<file path="src/rtl/fsq_pkg.sv">
package fsq_pkg;
    typedef enum logic [1:0] {
        ST_OFF  = 2'd0,
        ST_HUNT = 2'd1,
        ST_LOCK = 2'd2
    } fsq_state_e;
endpackage

</file>
<file path="src/rtl/fsq_resync.sv">
module fsq_resync #(
    parameter int NUM_PINS = 3,
    parameter int STAGES   = 2
) (
    input  logic                clk,
    input  logic                rst_n,
    input  logic [NUM_PINS-1:0] raw_i,
    output logic [NUM_PINS-1:0] sync_o
);
    // one flop chain per pin, reset to the idle (high) level
    for (genvar g = 0; g < NUM_PINS; g++) begin : g_pin
        logic [STAGES-1:0] chain;
        always_ff @(posedge clk or negedge rst_n) begin
            if (!rst_n) begin
                chain <= '1;
            end else begin
                chain <= {chain[STAGES-2:0], raw_i[g]};
            end
        end
        assign sync_o[g] = chain[STAGES-1];
    end
endmodule

</file>
<file path="src/rtl/fsq_src_mux.sv">
module fsq_src_mux #(
    parameter int NUM_PINS = 3,
    parameter int SEL_W    = 2
) (
    input  logic                clk,
    input  logic                rst_n,
    input  logic [NUM_PINS-1:0] sync_i,
    input  logic [SEL_W-1:0]    sel_i,
    input  logic                ext_en_i,
    input  logic                has_pin_i,
    output logic                active_o,
    output logic                fall_o
);
    logic sel_ok;
    logic picked;
    logic level;
    logic level_q;

    always_comb begin
        sel_ok = 1'b0;
        picked = 1'b1;
        for (int i = 0; i < NUM_PINS; i++) begin
            if (sel_i == SEL_W'(i)) begin
                sel_ok = 1'b1;
                picked = sync_i[i];
            end
        end
    end

    assign active_o = ext_en_i & has_pin_i & sel_ok;
    // an inactive source is parked high, so it never produces a fall
    assign level    = active_o ? picked : 1'b1;

    always_ff @(posedge clk or negedge rst_n) begin
        if (!rst_n) begin
            level_q <= 1'b1;
        end else begin
            level_q <= level;
        end
    end

    assign fall_o = level_q & ~level;
endmodule

</file>
<file path="src/rtl/fsq_qual_fsm.sv">
module fsq_qual_fsm
    import fsq_pkg::*;
#(
    parameter int QUAL_COUNT = 64,
    parameter int CNT_W      = $clog2(QUAL_COUNT + 1)
) (
    input  logic             clk,
    input  logic             rst_n,
    input  logic             active_i,
    input  logic             tick_i,
    input  logic             fall_i,
    output logic             qualified_o,
    output fsq_state_e       state_o,
    output logic [CNT_W-1:0] count_o
);
    localparam logic [CNT_W-1:0] CNT_LAST = CNT_W'(QUAL_COUNT - 1);
    localparam logic [CNT_W-1:0] CNT_FULL = CNT_W'(QUAL_COUNT);

    fsq_state_e       state_q, state_n;
    logic [CNT_W-1:0] cnt_q, cnt_n;
    logic             qual_q;
    logic             hit, miss;

    assign hit  = tick_i & fall_i;
    assign miss = tick_i & ~fall_i;

    always_comb begin
        state_n = state_q;
        cnt_n   = cnt_q;
        if (!active_i) begin
            state_n = ST_OFF;
            cnt_n   = '0;
        end else begin
            unique case (state_q)
                ST_OFF: begin
                    state_n = ST_HUNT;
                    cnt_n   = '0;
                end
                ST_HUNT: begin
                    if (hit) begin
                        if (cnt_q >= CNT_LAST) begin
                            state_n = ST_LOCK;
                            cnt_n   = CNT_FULL;
                        end else begin
                            cnt_n = cnt_q + 1'b1;
                        end
                    end else if (miss) begin
                        cnt_n = '0;
                    end
                end
                ST_LOCK: begin
                    if (miss) begin
                        state_n = ST_HUNT;
                        cnt_n   = '0;
                    end else begin
                        cnt_n = CNT_FULL;
                    end
                end
                default: begin
                    state_n = ST_OFF;
                    cnt_n   = '0;
                end
            endcase
        end
    end

    // state register
    always_ff @(posedge clk or negedge rst_n) begin
        if (!rst_n) begin
            state_q <= ST_OFF;
            cnt_q   <= '0;
        end else begin
            state_q <= state_n;
            cnt_q   <= cnt_n;
        end
    end

    // output register
    always_ff @(posedge clk or negedge rst_n) begin
        if (!rst_n) begin
            qual_q <= 1'b0;
        end else begin
            qual_q <= (state_n == ST_LOCK);
        end
    end

    assign qualified_o = qual_q;
    assign state_o     = state_q;
    assign count_o     = cnt_q;
endmodule

</file>
<file path="src/rtl/fsq_top.sv">
module fsq_top
    import fsq_pkg::*;
#(
    parameter int NUM_PINS   = 3,
    parameter int QUAL_COUNT = 64,
    parameter int SYNC_STAGES = 2,
    parameter int SEL_W      = $clog2(NUM_PINS + 1)
) (
    input  logic                clk,
    input  logic                rst_n,
    input  logic [NUM_PINS-1:0] sync_pin_i,
    input  logic                tick_i,
    input  logic                ext_en_i,
    input  logic [SEL_W-1:0]    src_sel_i,
    input  logic                ref_has_pin_i,
    output logic                qualified_o
);
    localparam int CNT_W = $clog2(QUAL_COUNT + 1);

    logic [NUM_PINS-1:0] pins_sync;
    logic                active_w;
    logic                fall_w;
    fsq_state_e          state_w;
    logic [CNT_W-1:0]    count_w;

    fsq_resync #(.NUM_PINS(NUM_PINS), .STAGES(SYNC_STAGES)) u_resync (
        .clk    (clk),
        .rst_n  (rst_n),
        .raw_i  (sync_pin_i),
        .sync_o (pins_sync)
    );

    fsq_src_mux #(.NUM_PINS(NUM_PINS), .SEL_W(SEL_W)) u_mux (
        .clk       (clk),
        .rst_n     (rst_n),
        .sync_i    (pins_sync),
        .sel_i     (src_sel_i),
        .ext_en_i  (ext_en_i),
        .has_pin_i (ref_has_pin_i),
        .active_o  (active_w),
        .fall_o    (fall_w)
    );

    fsq_qual_fsm #(.QUAL_COUNT(QUAL_COUNT), .CNT_W(CNT_W)) u_fsm (
        .clk         (clk),
        .rst_n       (rst_n),
        .active_i    (active_w),
        .tick_i      (tick_i),
        .fall_i      (fall_w),
        .qualified_o (qualified_o),
        .state_o     (state_w),
        .count_o     (count_w)
    );
endmodule

</file>
<file path="config.mk">
export PLATFORM = sky130hd
export DESIGN_NAME = fsq_top
export DESIGN_NICKNAME = d
export VERILOG_FILES = /design/src/rtl/fsq_pkg.sv /design/src/rtl/fsq_resync.sv /design/src/rtl/fsq_src_mux.sv /design/src/rtl/fsq_qual_fsm.sv /design/src/rtl/fsq_top.sv
export SDC_FILE = /design/constraint.sdc
export NUM_CORES = 1
export LEC_CHECK = 0
export ABC_AREA = 1
export BUFFER_PORTS_ARGS = -buffer_cell sky130_fd_sc_hd__buf_2
export CAP_MARGIN = 15
export CORE_MARGIN = 4
export CORE_UTILIZATION = 50
export CTS_CLUSTER_SIZE = 25
export DETAILED_ROUTE_END_ITERATION = 12
export HOLD_SLACK_MARGIN = 0.03
export PLACE_DENSITY_LB_ADDON = 0.3
export SETUP_SLACK_MARGIN = 0.5
export SLEW_MARGIN = 10
export SYNTH_ARGS = -nofsm -noshare
export SYNTH_HDL_FRONTEND = slang
export SYNTH_SLANG_ARGS = --single-unit
export TNS_END_PERCENT = 100
</file>
<file path="constraint.sdc">
create_clock -name clk -period 4.12 [get_ports clk]
set_clock_uncertainty 0.15 [all_clocks]
set_input_delay 0 -clock clk [delete_from_list [all_inputs] [get_ports clk]]
set_output_delay 0 -clock clk [all_outputs]
set_load 0.02 [all_outputs]
</file>
==> results of run 1 <==
==> metal layers <==
| metal | wire length [µm] | part of all wire (%) | GRT usage, % |
|---|---|---|---|
| met5 | 0 | 0 | 0 |
| met4 | 36 | 2.3 | 8.29 |
| met3 | 47 | 3.0 | 2.67 |
| met2 | 736 | 47 | 24.1 |
| met1 | 746 | 48 | 20.3 |
==> cells by family (layout without fill, tap and decap cells) <==
kind of cell	after synthesis	in the layout
AOI/OAI and AO/OA	11	11
xor gates and xnor gates	3	3
adders and majority gates	5	5
buffers and inverters	22	45
DFF	17	17
and+or+nand+nor	42	42
==> cell type report <==
type / instances / area (µm²) / share of cell area, %
tap: 25 / 31.3 / 2.87
clock buffer: 3 / 22.5 / 2.06
sequential: 17 / 434 / 39.8
clock inverter: 1 / 5.00 / 0.459
multi-input combinational: 61 / 375 / 34.4
inverter: 22 / 82.6 / 7.57
timing repair buffer: 19 / 140 / 12.8
==> synthesized netlist by cell type <==
| cell type | count | area, µm² |
|---|---|---|
| nand2_1 | 26 | 97.6 |
| a21oi_2 | 1 | 8.76 |
| ha_1 | 5 | 62.6 |
| o21ai_1 | 3 | 15.0 |
| nand3b_1 | 2 | 15.0 |
| xnor2_1 | 2 | 17.5 |
| nand3_2 | 2 | 20.0 |
| a21oi_1 | 2 | 10.0 |
| o21ai_0 | 2 | 10.0 |
| a41oi_1 | 1 | 8.76 |
| xor2_1 | 1 | 8.76 |
| o211ai_2 | 1 | 12.5 |
| nand4_1 | 1 | 6.26 |
| nand4_2 | 1 | 12.5 |
| inv_1 | 22 | 82.6 |
| nand2_2 | 1 | 6.26 |
| dfrtp_1 | 10 | 250 |
| nor2_2 | 1 | 6.26 |
| nor2_1 | 2 | 7.51 |
| nand3_1 | 4 | 20.0 |
| a21boi_0 | 1 | 7.51 |
| nor2_4 | 2 | 22.5 |
| dfstp_2 | 7 | 184 |
==> sequential cells by signal, summed over array words and instances (netlist names) <==
name	flops
u_fsm.count_o	7
u_fsm.qualified_o	1
u_fsm.state_o	2
u_mux.level_q	1
u_resync.g_pin.chain	6
==> report_power, final <==
part	internal (µW)	leakage [µW]	switching (µW)	total (µW)
clock	36.1	0.0000177	51.1	87.2
combinational	13.1	0.000332	15.3	28.3
sequential	173	0.000213	1.76	175
==> repair_timing <==
item / CTS / global route
hold endpoints to repair: 26 / 0
resized for setup: 0 / 0
hold buffers: 9 / 0
==> metrics by stage <==
step | utilization, % | cells | setup WS (ns) | power (µW)
2_1_floorplan | - | 100 | 2.68 | 190
3_3_place_gp | 57.0 | 135 | 2.52 | 199
3_5_place_dp | 57.0 | 135 | 2.47 | 200
4_1_cts | 63.9 | 148 | 2.00 | 295
5_1_grt | 63.9 | 148 | 1.90 | 310
6_report | 63.9 | 148 | 2.01 | 291
==> worst max-delay path by stage <==
stage | startpoint | to | slack, ns
global placement | u_fsm.state_o[1]$_DFF_PN0_ | u_fsm.count_o[2]$_DFFE_PN0P_ | 2.52
CTS | u_resync.g_pin[1].chain[1]$_DFF_PN1_ | u_mux.level_q$_DFF_PN1_ | 2.00
floorplan | u_fsm.state_o[1]$_DFF_PN0_ | u_fsm.count_o[2]$_DFFE_PN0P_ | 2.68
finish | u_resync.g_pin[1].chain[1]$_DFF_PN1_ | u_mux.level_q$_DFF_PN1_ | 2.01
global route | u_resync.g_pin[1].chain[1]$_DFF_PN1_ | u_mux.level_q$_DFF_PN1_ | 1.90
detailed placement | u_fsm.state_o[1]$_DFF_PN0_ | u_fsm.count_o[2]$_DFFE_PN0P_ | 2.47
==> tightest hold or removal path: cells and delay by family <==
family / cells / cell delay (ns)
and+or+nand+nor: 4 / 0.34
buffers and inverters: 2 / 0.14
==> results.toml, run 1 <==
[status]
outcome = "complete, no violations"

[yosys]
ys_seq_area_share_pct = 48.7
ys_types = 23
netlist_instances = 100
synthMuxAreaShare_pct = 0
synth_top_family_by_area = "simple AND/OR/NAND/NOR gates"
syn-cell-area_um2 = 892
synth-simple-area-share_pct = 24.0
synth.net_count = 115
syn_avg_cell_area_um2 = 8.92
ys_warn_count = 0
synthXorXnorAreaFrac_pct = 2.95
ys_ff_latch = 17
synth_compound_area_share_pct = 8.13
synthAdderAreaFrac_pct = 7.01

[floorplan]
die_w_um = 50.2
dieArea_um2 = 2520
io_pins = 11
core_area_um2 = 1710
start_util_pct = 52.2
rows = 15
die_h_um = 50.2

[clock_tree]
cts.clk_slew.worst_paths_ns = 0.10
cts.sinks = 17
clockBufferDepth = 2
cts_setup_buffers = 0
cts-root-buf = "clkbuf_4"
cts_tree = "yes"
htree_levels = 1
clock_latency_ns = 0.29
cts_made_buffers = 3

[final_layout]
area_delta_synth_final_pct = 22.3
stdcell_area_um2 = 1090
mostFrequentLayoutCells = "nand2_1 (26), inv_1 (22), buf_2 (10), dfrtp_1 (10), dlygate4sd3_1 (9)"
nets = 139
fill_cells = 135
final_common_cell = "nand2_1"
antenna_cells = 0
drive_gt1_share_pct = 24.4

[power]
p_leak_uw = 0.000562
irDropWorstVdd_v = 0.000220
p_per_area_nw_per_um2 = 266

[critical_path]
rrSetupSlack_ns = 2.01
path_buf_inv = 3
cp_data_required_time_ns = 4.20
path_class = "flip-flop to flip-flop"
slowest_delay_ns = 0.58
arrival_ns = 2.19
cp-end-kind = "flip-flop"
critical_path.top_delay_family = "buffers and inverters"
cp_slowest_cell = "dlygate4sd3_1"
crit_cells = 6
timing.rr.start = "u_resync.g_pin[1].chain[1]$_DFF_PN1_"
reg2reg_depth = 6
worstReg2RegEnd = "u_mux.level_q$_DFF_PN1_"
worstPathCellList = "inv_1 -> nand2_1 -> nand3b_1 -> dlygate4sd3_1 -> nand2_1 -> dlygate4sd3_1"
worst_setup_path_start_kind = "flip-flop"
critPathMaxFanout = 2

[timing]
fin_crit_sh_pct = 51.1
clock.fmax_mhz = 475
whs_ns = 0.0693
finalSetupTns_ns = 0
period_minus_slack_ns = 2.11
finalSetupViolCount = 0
worst_pin_slew_ns = 0.475
rsz0062_at_grt = "false"
slew_violations = 0
final_hold_viol_count = 0
relSlewSlack_pct = 68.2

[drt]
dr.pass1.iters = 3
antenna_left = 0
vias = 686
drc = 0
avgViaCountPerCell = 4.64
initialDrtViolationCount = 4
avgRoutedWirePerCell_um = 10.6
wl_um = 1570

[global_routing]
grt_antenna_before_repair = 0
grt_pass1_vias = 700
grt-ovfl-total = 0
track_usage_pct = 15.5
grt_pass1_wl_um = 2920
grt_max_degree = 11

[placement]
dp_hpwl_um = 1160
port_buffers = 10
placed_area_um2 = 973
gp_congestion = 0.840

[worst_hold_path]
hp-class = "input port to flip-flop"
worstHoldPathCells = 6
holdPathEnd = "u_fsm.state_o[0]$_DFF_PN0_"
holdCritStartpoint = "src_sel_i[0]"

[flow_run]
cap_violations = 0
Power figures use the tool's default switching activity.
==> run 2: changes to the inputs <==
- ABC_AREA: 1 -> 0
- clock period: 4.12 -> 2.05 ns (I/O delays scaled with it)
==> results.toml, run 2 <==
[status]
outcome = "complete, no violations"

[floorplan]
dieArea_um2 = 2560
die_h_um = 50.6
start_util_pct = 52.5
die_w_um = 50.6
io_pins = 11
core_area_um2 = 1730
rows = 15

[yosys]
yosys-top-cells-area = "dfrtp_1 (28%), dfstp_2 (20%), ha_1 (6.9%)"
synth_top_area_cell = "dfrtp_1"
synth_top_area_share_pct = 27.6
ys_types = 34
synth-async-reset-ratio_pct = 100
synth_compound_area_share_pct = 21.9
synth_common_cells = "nand2_1 (11), dfrtp_1 (10), a21oi_1 (7), dfstp_2 (7), ha_1 (5)"
synth.net_count = 105
netlist_instances = 90
synth_enable_flop_cells = 0
ys_ff_latch = 17
synthXorXnorAreaFrac_pct = 0.966
synth-simple-area-share_pct = 19.0
syn-cell-area_um2 = 907
syn_avg_cell_area_um2 = 10.1
synth_most_common_cell = "nand2_1"
synthMuxAreaShare_pct = 1.10
synth_top_family_by_area = "compound AO/OA/AOI/OAI gates"
synthFlopType = "dfrtp_1"
ys_warn_count = 0
ys_seq_area_share_pct = 47.9
synthAdderAreaFrac_pct = 6.90

[critical_path]
cp-end-kind = "flip-flop"
arrival_ns = 1.80
cp_data_required_time_ns = 2.11
critPathMaxFanout = 4
path_class = "flip-flop to flip-flop"
worst_setup_path_start_kind = "flip-flop"

[final_layout]
antenna_cells = 0
multi_input_area_um2 = 596
final_core_util_pct = 77.7
area_delta_synth_final_pct = 47.9
fill_cells = 107
mostFrequentLayoutCells = "nand2_1 (11), dlygate4sd3_1 (11), buf_2 (10), buf_4 (10), dfrtp_1 (8)"
drive_gt1_share_pct = 49.2
register_area_um2 = 437
nets = 140
largest_register_ffs = 7

[flow_run]
cap_violations = 0

[global_routing]
grt-ovfl-total = 0
grt_antenna_before_repair = 0
grt_pass1_wl_um = 3750
track_usage_pct = 19.2
grt_max_degree = 11
grt_pass1_vias = 839

[timing]
clock.fmax_mhz = 576
slew_violations = 0
finalSetupViolCount = 0
worst_pin_slew_ns = 0.472
period_minus_slack_ns = 1.74
finalSetupTns_ns = 0
relSlewSlack_pct = 68.5
rsz0062_at_grt = "true"
final_hold_viol_count = 0
fin_crit_sh_pct = 84.7
whs_ns = 0.0369

[clock_tree]
cts.sinks = 17
cts.clk_slew.worst_paths_ns = 0.12
clock_latency_ns = 0.29
htree_levels = 1
cts_tree = "yes"
cts_made_buffers = 3
cts-root-buf = "clkbuf_4"
clockBufferDepth = 2

[worst_hold_path]
hp-class = "input port to flip-flop"

[power]
p_leak_uw = 0.000526
irDropWorstVdd_v = 0.000569
p_per_area_nw_per_um2 = 470

[drt]
vias = 847
wl_um = 2270
dr.pass1.iters = 4
initialDrtViolationCount = 34
drc = 0
avgViaCountPerCell = 5.68
antenna_left = 0
avgRoutedWirePerCell_um = 15.2

[placement]
dp_hpwl_um = 1330
port_buffers = 10
gp_congestion = 0.801
-- run 2: final timing paths --
| kind | startpoint | endpoint | slack (ns) | depth (start not counted) |
|---|---|---|---|---|
| max | u_fsm.state_o[0]$_DFF_PN0_ | u_fsm.count_o[4]$_DFFE_PN0P_ | 0.31 | 6 |
| min | ext_en_i | u_fsm.count_o[6]$_DFFE_PN0P_ | 0.04 | 4 |
| max reg2reg | u_fsm.state_o[0]$_DFF_PN0_ | u_fsm.count_o[4]$_DFFE_PN0P_ | 0.31 | 6 |
| min reg2reg | u_resync.g_pin[0].chain[0]$_DFF_PN1_ | u_resync.g_pin[0].chain[1]$_DFF_PN1_ | 0.21 | 0 |
| max in group asynchronous | rst_n | u_fsm.state_o[1]$_DFF_PN0_ | 0.70 | 3 |
| min in group asynchronous | rst_n | u_resync.g_pin[2].chain[0]$_DFF_PN1_ | 0.14 | 2 |
-- run 2: logic make-up (layout without fill, tap and decap cells) --
group / count (synthesis) / in the layout
multiplexers: 1 / 1
adder cells (fa/ha/maj): 5 / 5
AO/OA/AOI/OAI: 28 / 28
buffers and inverters: 5 / 39
AND/OR/NAND/NOR: 33 / 33
XOR/XNOR: 1 / 1
flip-flops: 17 / 17
-- run 2: metal layers --
metal,up-vias,wire (µm),GRT usage [%]
met2,34,1150,34.8
met3,6,157,5.34
met1,408,920,22.4
li1,399,-,-
met4,0,42,3.59
met5,-,0,0
-- run 2: power by group --
part           leakage (µW)  switching (µW)  internal (µW)
combinational      0.000298            46.7           45.9
sequential         0.000210            4.91            349
clock             0.0000177             112           72.4
total              0.000526             163            467
-- run 2: final cells by class --
class / instances / area share, %
Timing Repair Buffer: 31 / 17.5
Multi-Input combinational cell: 68 / 44.4
Clock inverter: 1 / 0.373
Tap cell: 25 / 2.33
Clock buffer: 3 / 1.68
Sequential cell: 17 / 32.6
Inverter: 4 / 1.12
-- run 2: through the flow --
stage          worst slack, ns  instances  total power (µW)  instance area [µm²]
2_1_floorplan            0.341         90               385                  936
3_3_place_gp             0.269        124               406                 1010
3_5_place_dp             0.234        124               408                 1010
4_1_cts                  0.290        148               619                 1270
5_1_grt                  0.287        149               663                 1340
6_report                 0.313        149               631                 1340
-- run 2: timing repair --
item / CTS / global route
hold endpoints to repair: 29 / 0
pin swaps: 7 / 3
setup buffers: 9 / 1
setup endpoints to repair: 10 / 11
hold buffers: 11 / 0
gates resized for setup: 12 / 13
-- run 2: worst max-delay path, cell delays in order (launching register included) --
cell	delay [ns]
dfrtp_2	0.42
inv_2	0.07
ha_4	0.26
and2_4	0.13
nand4_1	0.11
or3_4	0.38
o21ai_2	0.15
==> run 3: changes to the inputs <==
- clock period: 2.05 -> 1.5 ns (I/O delays scaled with it)
==> results.toml, run 3 (synthesis gave the netlist of run 2 again) <==
[status]
outcome = "complete, but fails checks"
failed_checks = "negative hold slack, negative setup slack"

[drt]
antenna_left = 0
vias = 839
dr.pass1.iters = 4
wl_um = 2240
avgViaCountPerCell = 5.52
avgRoutedWirePerCell_um = 14.8
drc = 0
initialDrtViolationCount = 19

[global_routing]
grt_max_degree = 18
grt-ovfl-total = 0
track_usage_pct = 20.1
grt_antenna_before_repair = 0
grt_pass1_vias = 883
grt_pass1_wl_um = 3790

[clock_tree]
cts.sinks = 17
clock_latency_ns = 0.30
clockBufferDepth = 2
cts_tree = "yes"
cts.clk_slew.worst_paths_ns = 0.10
cts-root-buf = "clkbuf_4"
cts_made_buffers = 3
htree_levels = 1

[floorplan]
start_util_pct = 52.5
die_w_um = 50.6
dieArea_um2 = 2560
rows = 15
die_h_um = 50.6
io_pins = 11
core_area_um2 = 1730

[power]
p_leak_uw = 0.000533
p_per_area_nw_per_um2 = 634
irDropWorstVdd_v = 0.000656

[flow_run]
cap_violations = 0

[final_layout]
nets = 143
largest_register_ffs = 7
area_delta_synth_final_pct = 48.0
drive_gt1_share_pct = 50.4
multi_input_area_um2 = 576
stdcell_count = 152
antenna_cells = 0
fill_cells = 120
register_area_um2 = 437
final_common_cell = "buf_4"
mostFrequentLayoutCells = "buf_4 (17), nand2_1 (11), buf_2 (9)"
final_core_util_pct = 77.8

[timing]
finalSetupTns_ns = -1.74
worst_pin_slew_ns = 0.412
relSlewSlack_pct = 71.8
slew_violations = 0
period_minus_slack_ns = 1.72
whs_ns = -0.0158
rsz0062_at_grt = "true"
final_hold_viol_count = 11
fin_ws_ns = -0.219
clock.fmax_mhz = 582
finalSetupViolCount = 10
fin_crit_sh_pct = 115

[critical_path]
critPathMaxFanout = 4
worst_setup_path_start_kind = "flip-flop"
cp-end-kind = "flip-flop"
arrival_ns = 1.81
timing.rr.start = "u_fsm.state_o[0]$_DFF_PN0_"
worstSetupStartpoint = "u_fsm.state_o[0]$_DFF_PN0_"
path_class = "flip-flop to flip-flop"
cp_data_required_time_ns = 1.59

[worst_hold_path]
hp-class = "input port to async pin"

[placement]
port_buffers = 10
dpl_worst_slack_ns = -0.217
dp_hpwl_um = 1420
dp_cells = 137
gp_congestion = 0.766
## run 3: changes by cell type in the layout (fill, tap and decap cells not counted), sizes merged
cell | before | now
buf | 20 | 27
dlygate4sd3 | 11 | 7
## run 3: layout make-up
cell class	count	area share, %
clock buffer	3	1.68
multi-input combinational	68	42.9
tap	25	2.33
clock inverter	1	0.373
timing repair buffer	34	18.9
inverter	4	1.30
sequential	17	32.5
## run 3: path summary, 6_finish.rpt
check,endpoint,depth (start not counted),slack [ns]
setup / recovery,u_fsm.count_o[4]$_DFFE_PN0P_,6,-0.22
hold / removal,u_fsm.count_o[5]$_DFFE_PN0P_,2,-0.02
setup reg to reg,u_fsm.count_o[4]$_DFFE_PN0P_,6,-0.22
hold reg to reg,u_resync.g_pin[1].chain[1]$_DFF_PN1_,0,0.21
max in group asynchronous,u_mux.level_q$_DFF_PN1_,2,0.91
min in group clk,u_fsm.count_o[6]$_DFFE_PN0P_,4,0
## run 3: repair_timing
action / in CTS / in global routing
pin swaps: 6 / 1
endpoints found under the hold margin: 25 / 12
gates resized for setup: 11 / 5
hold buffers: 6 / 1
buffers inserted: 3 / 1
setup endpoints to repair: 11 / 12
## run 3: power by group
group | leakage [µW] | switching (µW) | internal (µW)
combinational | 0.000306 | 58.2 | 55.1
clock | 0.0000177 | 155 | 99.7
sequential | 0.000210 | 6.79 | 477
## run 3: layer usage
layer / global-route usage (%) / wire, µm / vias to the layer above
met5: 0 / 0 / -
met2: 37.8 / 1210 / 25
met3: 3.86 / 94 / 6
met1: 21.3 / 875 / 404
li1: - / - / 404
met4: 8.97 / 64 / 0
## run 3: stage by stage
stage | power (µW) | instance area, µm²
global route | 888 | 1340
detailed placement | 568 | 1130
global placement | 564 | 1130
finish | 851 | 1340
floorplan | 528 | 958
CTS | 846 | 1300
## run 3: critical path: stages (launching register included)
cell	delay, ns
dfrtp_2	0.41
inv_4	0.05
ha_4	0.25
and2_4	0.13
nand4_1	0.13
or3_4	0.40
o21ai_2	0.14
